File: src/rtl/timer8_pkg.sv
package timer8_pkg;

    localparam int DATA_W = 8;
    localparam int ADDR_W = 3;
    localparam int PRE_W  = 13;
    localparam int N_TAPS = 3;
    // log2 of each selectable divider; select value i+1 picks entry i
    localparam int TAP_EXP [N_TAPS] = '{3, 6, 13};
    localparam int SEL_W  = 3;

    // control register field positions
    localparam int CTL_SEL_LO = 0;
    localparam int CTL_CLR_LO = 3;
    localparam int CTL_IE_OVF = 5;
    localparam int CTL_IE_A   = 6;
    localparam int CTL_IE_B   = 7;

    // flag vector order: [0]=overflow, [1]=match A, [2]=match B
    localparam int N_FLAGS    = 3;
    localparam int STS_FLAG_LO = 5;

    typedef enum logic [1:0] {
        CLR_NEVER = 2'b00,
        CLR_ON_A  = 2'b01,
        CLR_ON_B  = 2'b10,
        CLR_NEVER_ALT = 2'b11
    } clr_mode_e;

    typedef enum logic [ADDR_W-1:0] {
        RA_CTRL = 3'd0,
        RA_STAT = 3'd1,
        RA_CMPA = 3'd2,
        RA_CMPB = 3'd3,
        RA_CNT  = 3'd4
    } reg_addr_e;

endpackage

File: src/rtl/timer8_prescaler.sv
module timer8_prescaler
    import timer8_pkg::*;
#(
    parameter int PW = PRE_W,
    parameter int NT = N_TAPS
) (
    input  logic          clk,
    input  logic          rst_n,
    output logic [NT-1:0] tick
);

    logic [PW-1:0] pre_q;

    always_ff @(posedge clk or negedge rst_n) begin
        if (!rst_n) begin
            pre_q <= '0;
        end else begin
            pre_q <= pre_q + 1'b1;
        end
    end

    // one-cycle pulse whenever the low TAP_EXP bits are all ones
    generate
        for (genvar i = 0; i < NT; i++) begin : g_tap
            assign tick[i] = &pre_q[TAP_EXP[i]-1:0];
        end
    endgenerate

endmodule

File: src/rtl/timer8_count_core.sv
module timer8_count_core
    import timer8_pkg::*;
#(
    parameter int DW = DATA_W,
    parameter int NT = N_TAPS
) (
    input  logic               clk,
    input  logic               rst_n,
    input  logic [NT-1:0]      tick,
    input  logic [SEL_W-1:0]   clk_sel,
    input  clr_mode_e          clr_mode,
    input  logic [DW-1:0]      cmp_a,
    input  logic [DW-1:0]      cmp_b,
    input  logic               cnt_we,
    input  logic               sts_we,
    input  logic [DW-1:0]      wdata,
    output logic [DW-1:0]      cnt_q,
    output logic [N_FLAGS-1:0] flag_q,
    output logic               tick_taken
);

    logic               sel_tick;
    logic               wrap_hit;
    logic               a_hit;
    logic               b_hit;
    logic [DW-1:0]      stage_inc;
    logic [DW-1:0]      stage_a;
    logic [DW-1:0]      stage_b;
    logic [N_FLAGS-1:0] hw_set;
    logic [N_FLAGS-1:0] sw_keep;

    always_comb begin
        sel_tick = 1'b0;
        for (int i = 0; i < NT; i++) begin
            if (clk_sel == SEL_W'(i + 1)) begin
                sel_tick = tick[i];
            end
        end
    end

    assign tick_taken = sel_tick && !cnt_we;

    // advance, then compare A (optional clear), then compare B on the result
    always_comb begin
        wrap_hit  = (cnt_q == {DW{1'b1}});
        stage_inc = cnt_q + 1'b1;
        a_hit     = (stage_inc >= cmp_a);
        stage_a   = stage_inc;
        if (a_hit && clr_mode == CLR_ON_A) begin
            stage_a = '0;
        end
        b_hit   = (stage_a >= cmp_b);
        stage_b = stage_a;
        if (b_hit && clr_mode == CLR_ON_B) begin
            stage_b = '0;
        end
    end

    assign hw_set  = tick_taken ? {b_hit, a_hit, wrap_hit} : '0;
    assign sw_keep = sts_we ? wdata[STS_FLAG_LO +: N_FLAGS] : '1;

    always_ff @(posedge clk or negedge rst_n) begin
        if (!rst_n) begin
            cnt_q <= '0;
        end else if (cnt_we) begin
            cnt_q <= wdata;
        end else if (sel_tick) begin
            cnt_q <= stage_b;
        end
    end

    always_ff @(posedge clk or negedge rst_n) begin
        if (!rst_n) begin
            flag_q <= '0;
        end else begin
            flag_q <= (flag_q & sw_keep) | hw_set;
        end
    end

endmodule

File: src/rtl/timer8_regbank.sv
module timer8_regbank
    import timer8_pkg::*;
#(
    parameter int DW = DATA_W,
    parameter int AW = ADDR_W
) (
    input  logic               clk,
    input  logic               rst_n,
    input  logic               wr_en,
    input  logic [AW-1:0]      addr,
    input  logic [DW-1:0]      wdata,
    input  logic [DW-1:0]      cnt_q,
    input  logic [N_FLAGS-1:0] flag_q,
    output logic [DW-1:0]      ctrl_q,
    output logic [DW-1:0]      cmpa_q,
    output logic [DW-1:0]      cmpb_q,
    output logic               cnt_we,
    output logic               sts_we,
    output logic [DW-1:0]      rd_data
);

    localparam int LO_W = STS_FLAG_LO;

    logic [LO_W-1:0] sts_lo_q;

    assign cnt_we = wr_en && (addr == RA_CNT);
    assign sts_we = wr_en && (addr == RA_STAT);

    always_ff @(posedge clk or negedge rst_n) begin
        if (!rst_n) begin
            ctrl_q   <= '0;
            cmpa_q   <= '1;
            cmpb_q   <= '1;
            sts_lo_q <= '0;
        end else if (wr_en) begin
            unique case (addr)
                RA_CTRL: ctrl_q   <= wdata;
                RA_STAT: sts_lo_q <= wdata[LO_W-1:0];
                RA_CMPA: cmpa_q   <= wdata;
                RA_CMPB: cmpb_q   <= wdata;
                default: ;
            endcase
        end
    end

    always_comb begin
        unique case (addr)
            RA_CTRL: rd_data = ctrl_q;
            RA_STAT: rd_data = {flag_q, sts_lo_q};
            RA_CMPA: rd_data = cmpa_q;
            RA_CMPB: rd_data = cmpb_q;
            RA_CNT:  rd_data = cnt_q;
            default: rd_data = '0;
        endcase
    end

endmodule

File: src/rtl/timer8_top.sv
module timer8_top
    import timer8_pkg::*;
(
    input  logic              clk,
    input  logic              rst_n,
    input  logic              wr_en,
    input  logic [ADDR_W-1:0] addr,
    input  logic [DATA_W-1:0] wdata,
    output logic [DATA_W-1:0] rd_data,
    output logic              irq_cmpb,
    output logic              irq_cmpa,
    output logic              irq_ovf
);

    logic [N_TAPS-1:0]  tick_w;
    logic [DATA_W-1:0]  ctrl_w;
    logic [DATA_W-1:0]  cmpa_w;
    logic [DATA_W-1:0]  cmpb_w;
    logic [DATA_W-1:0]  cnt_w;
    logic [N_FLAGS-1:0] flag_w;
    logic               cnt_we_w;
    logic               sts_we_w;
    logic               tick_taken_w;
    logic [SEL_W-1:0]   clk_sel_w;
    clr_mode_e          clr_mode_w;

    assign clk_sel_w  = ctrl_w[CTL_SEL_LO +: SEL_W];
    assign clr_mode_w = clr_mode_e'(ctrl_w[CTL_CLR_LO +: 2]);

    timer8_prescaler #(.PW(PRE_W), .NT(N_TAPS)) u_pre (
        .clk  (clk),
        .rst_n(rst_n),
        .tick (tick_w)
    );

    timer8_regbank #(.DW(DATA_W), .AW(ADDR_W)) u_regs (
        .clk    (clk),
        .rst_n  (rst_n),
        .wr_en  (wr_en),
        .addr   (addr),
        .wdata  (wdata),
        .cnt_q  (cnt_w),
        .flag_q (flag_w),
        .ctrl_q (ctrl_w),
        .cmpa_q (cmpa_w),
        .cmpb_q (cmpb_w),
        .cnt_we (cnt_we_w),
        .sts_we (sts_we_w),
        .rd_data(rd_data)
    );

    timer8_count_core #(.DW(DATA_W), .NT(N_TAPS)) u_core (
        .clk       (clk),
        .rst_n     (rst_n),
        .tick      (tick_w),
        .clk_sel   (clk_sel_w),
        .clr_mode  (clr_mode_w),
        .cmp_a     (cmpa_w),
        .cmp_b     (cmpb_w),
        .cnt_we    (cnt_we_w),
        .sts_we    (sts_we_w),
        .wdata     (wdata),
        .cnt_q     (cnt_w),
        .flag_q    (flag_w),
        .tick_taken(tick_taken_w)
    );

    assign irq_ovf  = flag_w[0] & ctrl_w[CTL_IE_OVF];
    assign irq_cmpa = flag_w[1] & ctrl_w[CTL_IE_A];
    assign irq_cmpb = flag_w[2] & ctrl_w[CTL_IE_B];

endmodule

File: config.mk
export PLATFORM = sky130hd
export DESIGN_NAME = timer8_top
export DESIGN_NICKNAME = d
export VERILOG_FILES = /design/src/rtl/timer8_pkg.sv /design/src/rtl/timer8_prescaler.sv /design/src/rtl/timer8_count_core.sv /design/src/rtl/timer8_regbank.sv /design/src/rtl/timer8_top.sv
export SDC_FILE = /design/constraint.sdc
export NUM_CORES = 1
export LEC_CHECK = 0
export CORE_MARGIN = 2
export CORE_UTILIZATION = 45
export DETAILED_ROUTE_END_ITERATION = 16
export DONT_BUFFER_PORTS = 1
export PLACE_DENSITY = 0.64
export SLEW_MARGIN = 30
export SYNTH_ARGS = -nofsm -noshare
export SYNTH_HDL_FRONTEND = slang
export SYNTH_SLANG_ARGS = --single-unit
export TNS_END_PERCENT = 100
File: constraint.sdc
create_clock -name clk -period 5.2 [get_ports clk]
set_input_delay 0.26 -clock clk [delete_from_list [all_inputs] [get_ports clk]]
set_output_delay 0.26 -clock clk [all_outputs]
set_load 0.01 [all_outputs]
==> metrics.md, run 1 <==
| Metric | Value |
|---|---|
| Antenna-violating nets left | 0 |
| Overall via count from detail_route | around 2400 |
| TritonCTS sink count | between 50 and 60 |
| Max-cap check violation count | 0 |
| Number of input and output port buffers inserted | 0 |
| Area contributors post-synth | dfrtp_1, dfstp_2, ha_1 |
| WP data required | 5.44 ns |
| Total count of max-transition violations in the final report | 0 |
| Crit Path Max Fanout | 8 |
| RSZ-0062 raised after global routing | no |
| Prevailing post-synth register cell | dfrtp_1 |
| Placement row count | 30 |
| Status | complete, no violations |
| Net total in the final layout | 351 |
| DRC violations left | 0 |
| Die Wd | about 88 um |
| Die H | 88.04 um |
| Number of gates given a new drive strength after cts | 0 |
| Number of buffers added by the clock tree synthesis step | 5 |
| Transition time at the pin with the least slew margin | a little under 1 ns |
| Synthesis Warnings | 0 |
| Sum of routed wire segments on met1 | about 3.4 mm |
| Clock Skews | 0.005200 ns |
| Highest clock rate | 220.1 MHz |
| Clk_lat worst skew | ~0.31 ns |
| Number of levels in the clock H-tree | 2 |
| Crit start category | register |
| Detailed-route wire length | about 7.4 mm |
| Max IR drop VDD | just under 0.0003 V |
| Global route total overflow | 0 |
| Setup violation total in the final timing report | 0 |
| Post-synthesis cell type with the largest combined area | dfrtp_1 |
| Number of standard cells after synthesis | between 300 and 400 |
| Worst-path cell with the longest stage delay | dfrtp_1 |
| DP Worst Slack | around 0.66 ns |
| Remaining max-slew budget at the tightest pin | 0.3446 |
| Antenna diode instance count | 0 |
| Buffer cell driving the clock tree root | clkbuf_8 |
| Async set-reset flop share out of synthesis | 1.000 |
| Total of flip-flops plus latches after synthesis | 53 |
| Number of DRC markers after the initial detailed-route iteration | 149 |
| Wire length on met2 | between 3 and 4 mm |
| Uppermost layer routed | met4 |
| Routed wirelength normalized by instance count | 17.86 um |
| Share of the yosys chip area belonging to registers | 0.4236 |
| Final core occ | 0.5016 |
| Area of the mapped netlist | about 3200 um^2 |
| Detailed Place HPWL | 5.357 mm |
| Fraction of final layout cells with drive strength greater than 1 | 0.1818 |
| Number of vias per cell after detailed routing | ~5.7 |
| Final Hold Fails | 0 |
| Top post-synthesis cells by count | dfrtp_1, nand2_1, inv_1, ha_1, nor2_1 |
| Unique cell type count in the Yosys netlist | 49 |
| Clock slew at the register clock pins of the worst setup and hold paths | 0.10 ns |
| Fraction of the cycle the final worst path needs | 0.8737 |
| Effective utilization at floorplan | 0.4652 |
| Internal reg-to-reg setup slack | about 0.66 ns |
| Top Ports | 25 |
| Leakage power summed over all cells | ~1.6 nW |
| Leading cell type by number of instances after synthesis | dfrtp_1 |
| Hold slack | 0.04317 ns |
| Number of antenna violations at the first check in global routing | 0 |
| Clock tree from TritonCTS | done |
| Syn nets | approximately 350 |
| Placeable core region | between 6000 and 7000 um^2 |
| Synthesized area per cell | roughly 10 um^2 |
| Layout overhead on the synthesized area | 7.835% |
| Min-delay worst type | primary input to register |
| Total die area | about 7800 um^2 |
| First-pass GRT wire length | around 12 mm |
| Power per cell area | 443.6 nW/um^2 |
| Maximum number of pins on one net before global-route repair | between 50 and 60 |
| Buffers inserted during post-CTS setup optimization | 0 |
| Category of the worst setup path capture point | register |
| Post-route minimum period | roughly 4.5 ns |
| GRT Util Overall | 0.2116 |
| Count of fill cells added during filler insertion | roughly 640 |
| Post-route setup TNS | 0 ns |
| GP Congestion | 0.8863 |
| Met3 Wirelength | 490 um |
| Final worst-path setup slack | between 0.6 and 0.7 ns |
| Number of synthesized flops with an enable pin | 0 |
| Max Root-Sink Buffers | 2 |
| Category of the most critical setup path | register to register |
| Data arrival time at the worst-slack endpoint | ~4.8 ns |
| Longest individual stage delay on the worst path | a little under 0.5 ns |
| Via count of the first global-routing pass | roughly 2300 |
| Ordered cell list for the critical path | ha_1, nand3_1, or2_2, and2_1, or2_2, ha_1, and3_1, nand4b_2, o31ai_4, or2_2, ha_1, nand2b_4, a2111o_1, a221o_1, a21oi_4, nand2_4, o211ai_2 |
| Share of the synthesized area in the top cell type | 0.2913 |
| Iteration count of the initial detailed-routing pass | 4 |
[what timing repair did]
action | 4_1_cts | 5_1_grt
endpoints found under the hold margin | 53 | 0
hold buffers | 2 | 0
setup endpoints to repair | 0 | 0
[metrics by stage]
stage               total power [W]  std cells  cell area, um^2
detailed placement         0.001186        405             3256
CTS                        0.001535        415             3427
global placement           0.001176        405             3256
global route               0.001643        415             3427
finish                     0.001520        415             3427
floorplan                  0.001057        319             3178
[sequential cells by signal (all words and copies together), names as in the netlist]
signal,count
u_pre.pre_q,13
u_core.cnt_q,8
u_regs.cmpa_q,8
u_regs.cmpb_q,8
u_regs.ctrl_q,8
u_regs.sts_lo_q,5
u_core.flag_q,3
[cells in the final DEF (no fill, tap or decap), types with 3 or more instances in the layout]
cell and n:
nor2b_1 7, ha_1 19, dfrtp_1 37, dfstp_2 16, nand3_1 15, inv_1 20
o21ai_0 14, a22oi_1 8, o21ai_1 3, xnor2_1 8, and3_1 5, mux2i_1 14
o211ai_1 3, nor2_1 19, xor2_1 5, clkbuf_8 5, a21oi_1 11, mux2_2 17
and2_1 6, o22ai_1 8, nand2_1 36, or2_2 5, nand4_1 4
[logic make-up (layout without fill, tap and decap cells)]
| logic type | after synthesis | count (layout) | share of synthesized area |
|---|---|---|---|
| DFF | 53 | 53 | 0.4236 |
| and+or+nand+nor | 110 | 110 | 0.1811 |
| muxes | 31 | 31 | 0.1043 |
| adders and majority gates | 19 | 19 | 0.07480 |
| AOI/OAI and AO/OA | 63 | 63 | 0.1433 |
| xor gates and xnor gates | 13 | 13 | 0.03583 |
| buffers and inverters | 30 | 30 | 0.03701 |
[power breakdown]
part | total, W | switching [W] | internal, W
Sequential | 0.000605 | 0.0000906 | 0.000515
Clock | 0.000331 | 0.000140 | 0.000191
Combinational | 0.000584 | 0.000312 | 0.000272
[path summary, 6_finish.rpt]
check,cells after the start,end,startpoint
min in group asynchronous,2,u_regs.ctrl_q[7],rst_n
max,17,u_core.cnt_q[0],u_core.cnt_q[0]
max in group asynchronous,2,u_regs.cmpb_q[6],rst_n
min reg2reg,1,u_pre.pre_q[12],u_pre.pre_q[12]
min,2,u_regs.cmpa_q[1],wdata[1]
max reg2reg,17,u_core.cnt_q[0],u_core.cnt_q[0]
[critical path: cells and delay by family, from the launching register on]
kind            cells  cell delay (ns)
fa+ha+maj           3             0.76
simple gates        9             1.67
compound gates      5             1.52
flops               1             0.49
[routing by layer]
layer,track usage,up-vias
met5,0,-
met1,0.3043,1147
met4,0.07438,0
met3,0.04430,12
met2,0.3175,68
li1,-,1126
[layout make-up]
cell class | instances | area, um^2 | area share
inverters | 20 | 75.07 | 0.02191
clock buffers | 5 | 68.82 | 0.02008
well taps | 96 | 120.1 | 0.03505
repair buffers | 2 | 37.54 | 0.01095
multi-input cells | 236 | 1714 | 0.5002
clock inverters | 3 | 65.06 | 0.01899
flip-flops and latches | 53 | 1346 | 0.3928
No activity file was read; power rests on OpenSTA's default activity.
==> run 2: changes to the inputs <==
- CORE_UTILIZATION: 45 -> 40
- PLACE_DENSITY: 0.64 -> 0.58
- SETUP_SLACK_MARGIN: unset -> 0.5
==> run 2 against run 1 <==
Wire length increased by 3.2%; sequential share of layout area shrank 0.53 points; worst setup slack improved by 0.12 ns; via count increased by 1.1%; non-clock buffer count grew 7; clock power is 9.1% lower; cell area rose by 1.5%; power increased by 0.71%; sequential power down 0.7%; largest cell class unchanged.
==> metrics.md, run 2 (synthesized netlist as in run 1, its figures left out) <==
| Metric | Value |
|---|---|
| Status | complete, no violations |
| Effective utilization at floorplan | 0.4113 |
| Power per cell area | ~440 nW/um^2 |
| Final Hold Fails | 0 |
| Category of the most critical setup path | register to register |
| Fraction of the cycle the final worst path needs | 0.8504 |
| Number of vias per cell after detailed routing | 5.558 |
| Detailed-route wire length | 7.649 mm |
| Clock slew at the register clock pins of the worst setup and hold paths | roughly 0.1 ns |
| GRT Util Overall | 0.1890 |
| Clock tree from TritonCTS | done |
| First-pass GRT wire length | about 13 mm |
| Placeable core region | 7727 um^2 |
| Largest reg by FF count | u_pre.pre_q |
| Setup violation total in the final timing report | 0 |
| Commonest cells after routing, fill and taps aside | nand2_1, dfrtp_1, inv_1 |
| Placed instance count | between 400 and 500 |
| Max FFs per register | 13 |
| Post-route minimum period | about 4.4 ns |
| Count of fill cells added during filler insertion | ~730 |
| Number of levels in the clock H-tree | 2 |
| Buffer cell driving the clock tree root | clkbuf_8 |
| Crit Path Max Fanout | 6 |
| Routed wirelength normalized by instance count | about 18 um |
| Highest clock rate | around 230 MHz |
| Fraction of final layout cells with drive strength greater than 1 | 0.2055 |
| Internal reg-to-reg setup slack | 0.78 ns |
| Net total in the final layout | ~360 |
| WP data required | 5.44 ns |
| Category of the worst setup path capture point | register |
| Final cell count without fillers | between 400 and 500 |
| Iteration count of the initial detailed-routing pass | 5 |
| Remaining max-slew budget at the tightest pin | 0.4799 |
| Global route total overflow | 0 |
| Data arrival time at the worst-slack endpoint | 4.67 ns |
| Via count of the first global-routing pass | between 2000 and 2500 |
| Transition time at the pin with the least slew margin | 0.7786 ns |
| TritonCTS sink count | between 50 and 60 |
| Antenna-violating nets left | 0 |
| Antenna diode instance count | 0 |
| Die Wd | ~93 um |
| Max Root-Sink Buffers | 2 |
| Number of antenna violations at the first check in global routing | 0 |
| Min-delay worst type | primary input to register |
| Number of DRC markers after the initial detailed-route iteration | 136 |
| Maximum number of pins on one net before global-route repair | 54 |
| Total design power | 0.001531 W |
| Final worst-path setup slack | between 0.7 and 0.8 ns |
| Leakage power summed over all cells | between 1.5 and 2 nW |
| Layout overhead on the synthesized area | 9.409% |
| Max-cap check violation count | 0 |
| Post-route setup TNS | 0 ns |
| Crit start category | register |
| Total count of max-transition violations in the final report | 0 |
| Placement row count | 32 |
| DRC violations left | 0 |
| RSZ-0062 raised after global routing | no |
| Detailed Place HPWL | 5.551 mm |
| Clock Skews | 0.006944 ns |
| Total die area | 8674 um^2 |
| Number of input and output port buffers inserted | 0 |
| Overall via count from detail_route | ~2400 |
| Max IR drop VDD | roughly 0.00017 V |
| GP Congestion | slightly above 0.8 |
| Number of buffers added by the clock tree synthesis step | 5 |
| Top Ports | 25 |
| Die H | 93.14 um |
| Clk_lat worst skew | 0.32 ns |
| DP Worst Slack | approximately 0.65 ns |
-- run 2: final timing paths --
check / startpoint / to / depth (start not counted)
setup reg to reg: u_core.cnt_q[0] / u_core.cnt_q[0] / 17
min in group asynchronous: rst_n / u_regs.ctrl_q[4] / 2
hold / removal: wdata[7] / u_regs.cmpa_q[7] / 2
max in group asynchronous: rst_n / u_regs.cmpa_q[1] / 2
hold reg to reg: u_pre.pre_q[11] / u_pre.pre_q[11] / 1
setup / recovery: u_core.cnt_q[0] / u_core.cnt_q[0] / 17
-- run 2: worst max-delay path: stages, from the launching register on --
cell and delay [ns]:
dfrtp_2 0.40, ha_1 0.20, nand3_1 0.13, or2_2 0.33, and2_1 0.17, or2_2 0.31, ha_1 0.31, and3_1 0.20
nand4b_2 0.14, o31ai_4 0.35, or2_2 0.18, ha_1 0.21, nand2b_4 0.13, a2111o_1 0.41, a221o_1 0.39, a21oi_4 0.25
nand2_4 0.09, o211ai_2 0.14
-- run 2: final cells by class --
type                            count  area, um^2  area share
Inverter                           20       75.07     0.02159
Clock inverter                      2       37.54     0.01080
Sequential cell                    53        1348      0.3875
Clock buffer                        6       82.58     0.02375
Multi-Input combinational cell    236        1717      0.4937
Tap cell                          102       127.6     0.03670
Timing Repair Buffer                9       90.09     0.02591
-- run 2: where the power goes --
part	switching [W]	internal, W
combinational	0.000332	0.000297
sequential	0.0000855	0.000516
clock	0.000144	0.000157
total	0.000562	0.000969
-- run 2: through the flow --
| stage | hold WS (ns) | cell area (um^2) | util |
|---|---|---|---|
| global route | 0.03935 | 3477 | 0.4500 |
| finish | 0.04236 | 3477 | 0.4500 |
| detailed placement | -0.03313 | 3266 | 0.4226 |
| global placement | -0.03313 | 3263 | 0.4223 |
| CTS | 0.03802 | 3423 | 0.4430 |
| floorplan | -0.03559 | 3178 | - |
-- run 2: timing repair --
item	4_1_cts	5_1_grt
buffers inserted	0	7
gates resized for setup	0	1
hold endpoints to repair	53	0
setup endpoints to repair	0	8
hold buffers	2	0
-- run 2: metal layers --
layer,GRT usage,wire (um),part of all wire,up-vias
li1,-,-,-,1142
met1,0.2686,3688,0.48,1161
met4,0.04412,72,0.0094,0
met5,0,0,0,-
met2,0.2953,3444,0.45,69
met3,0.04190,444,0.058,7
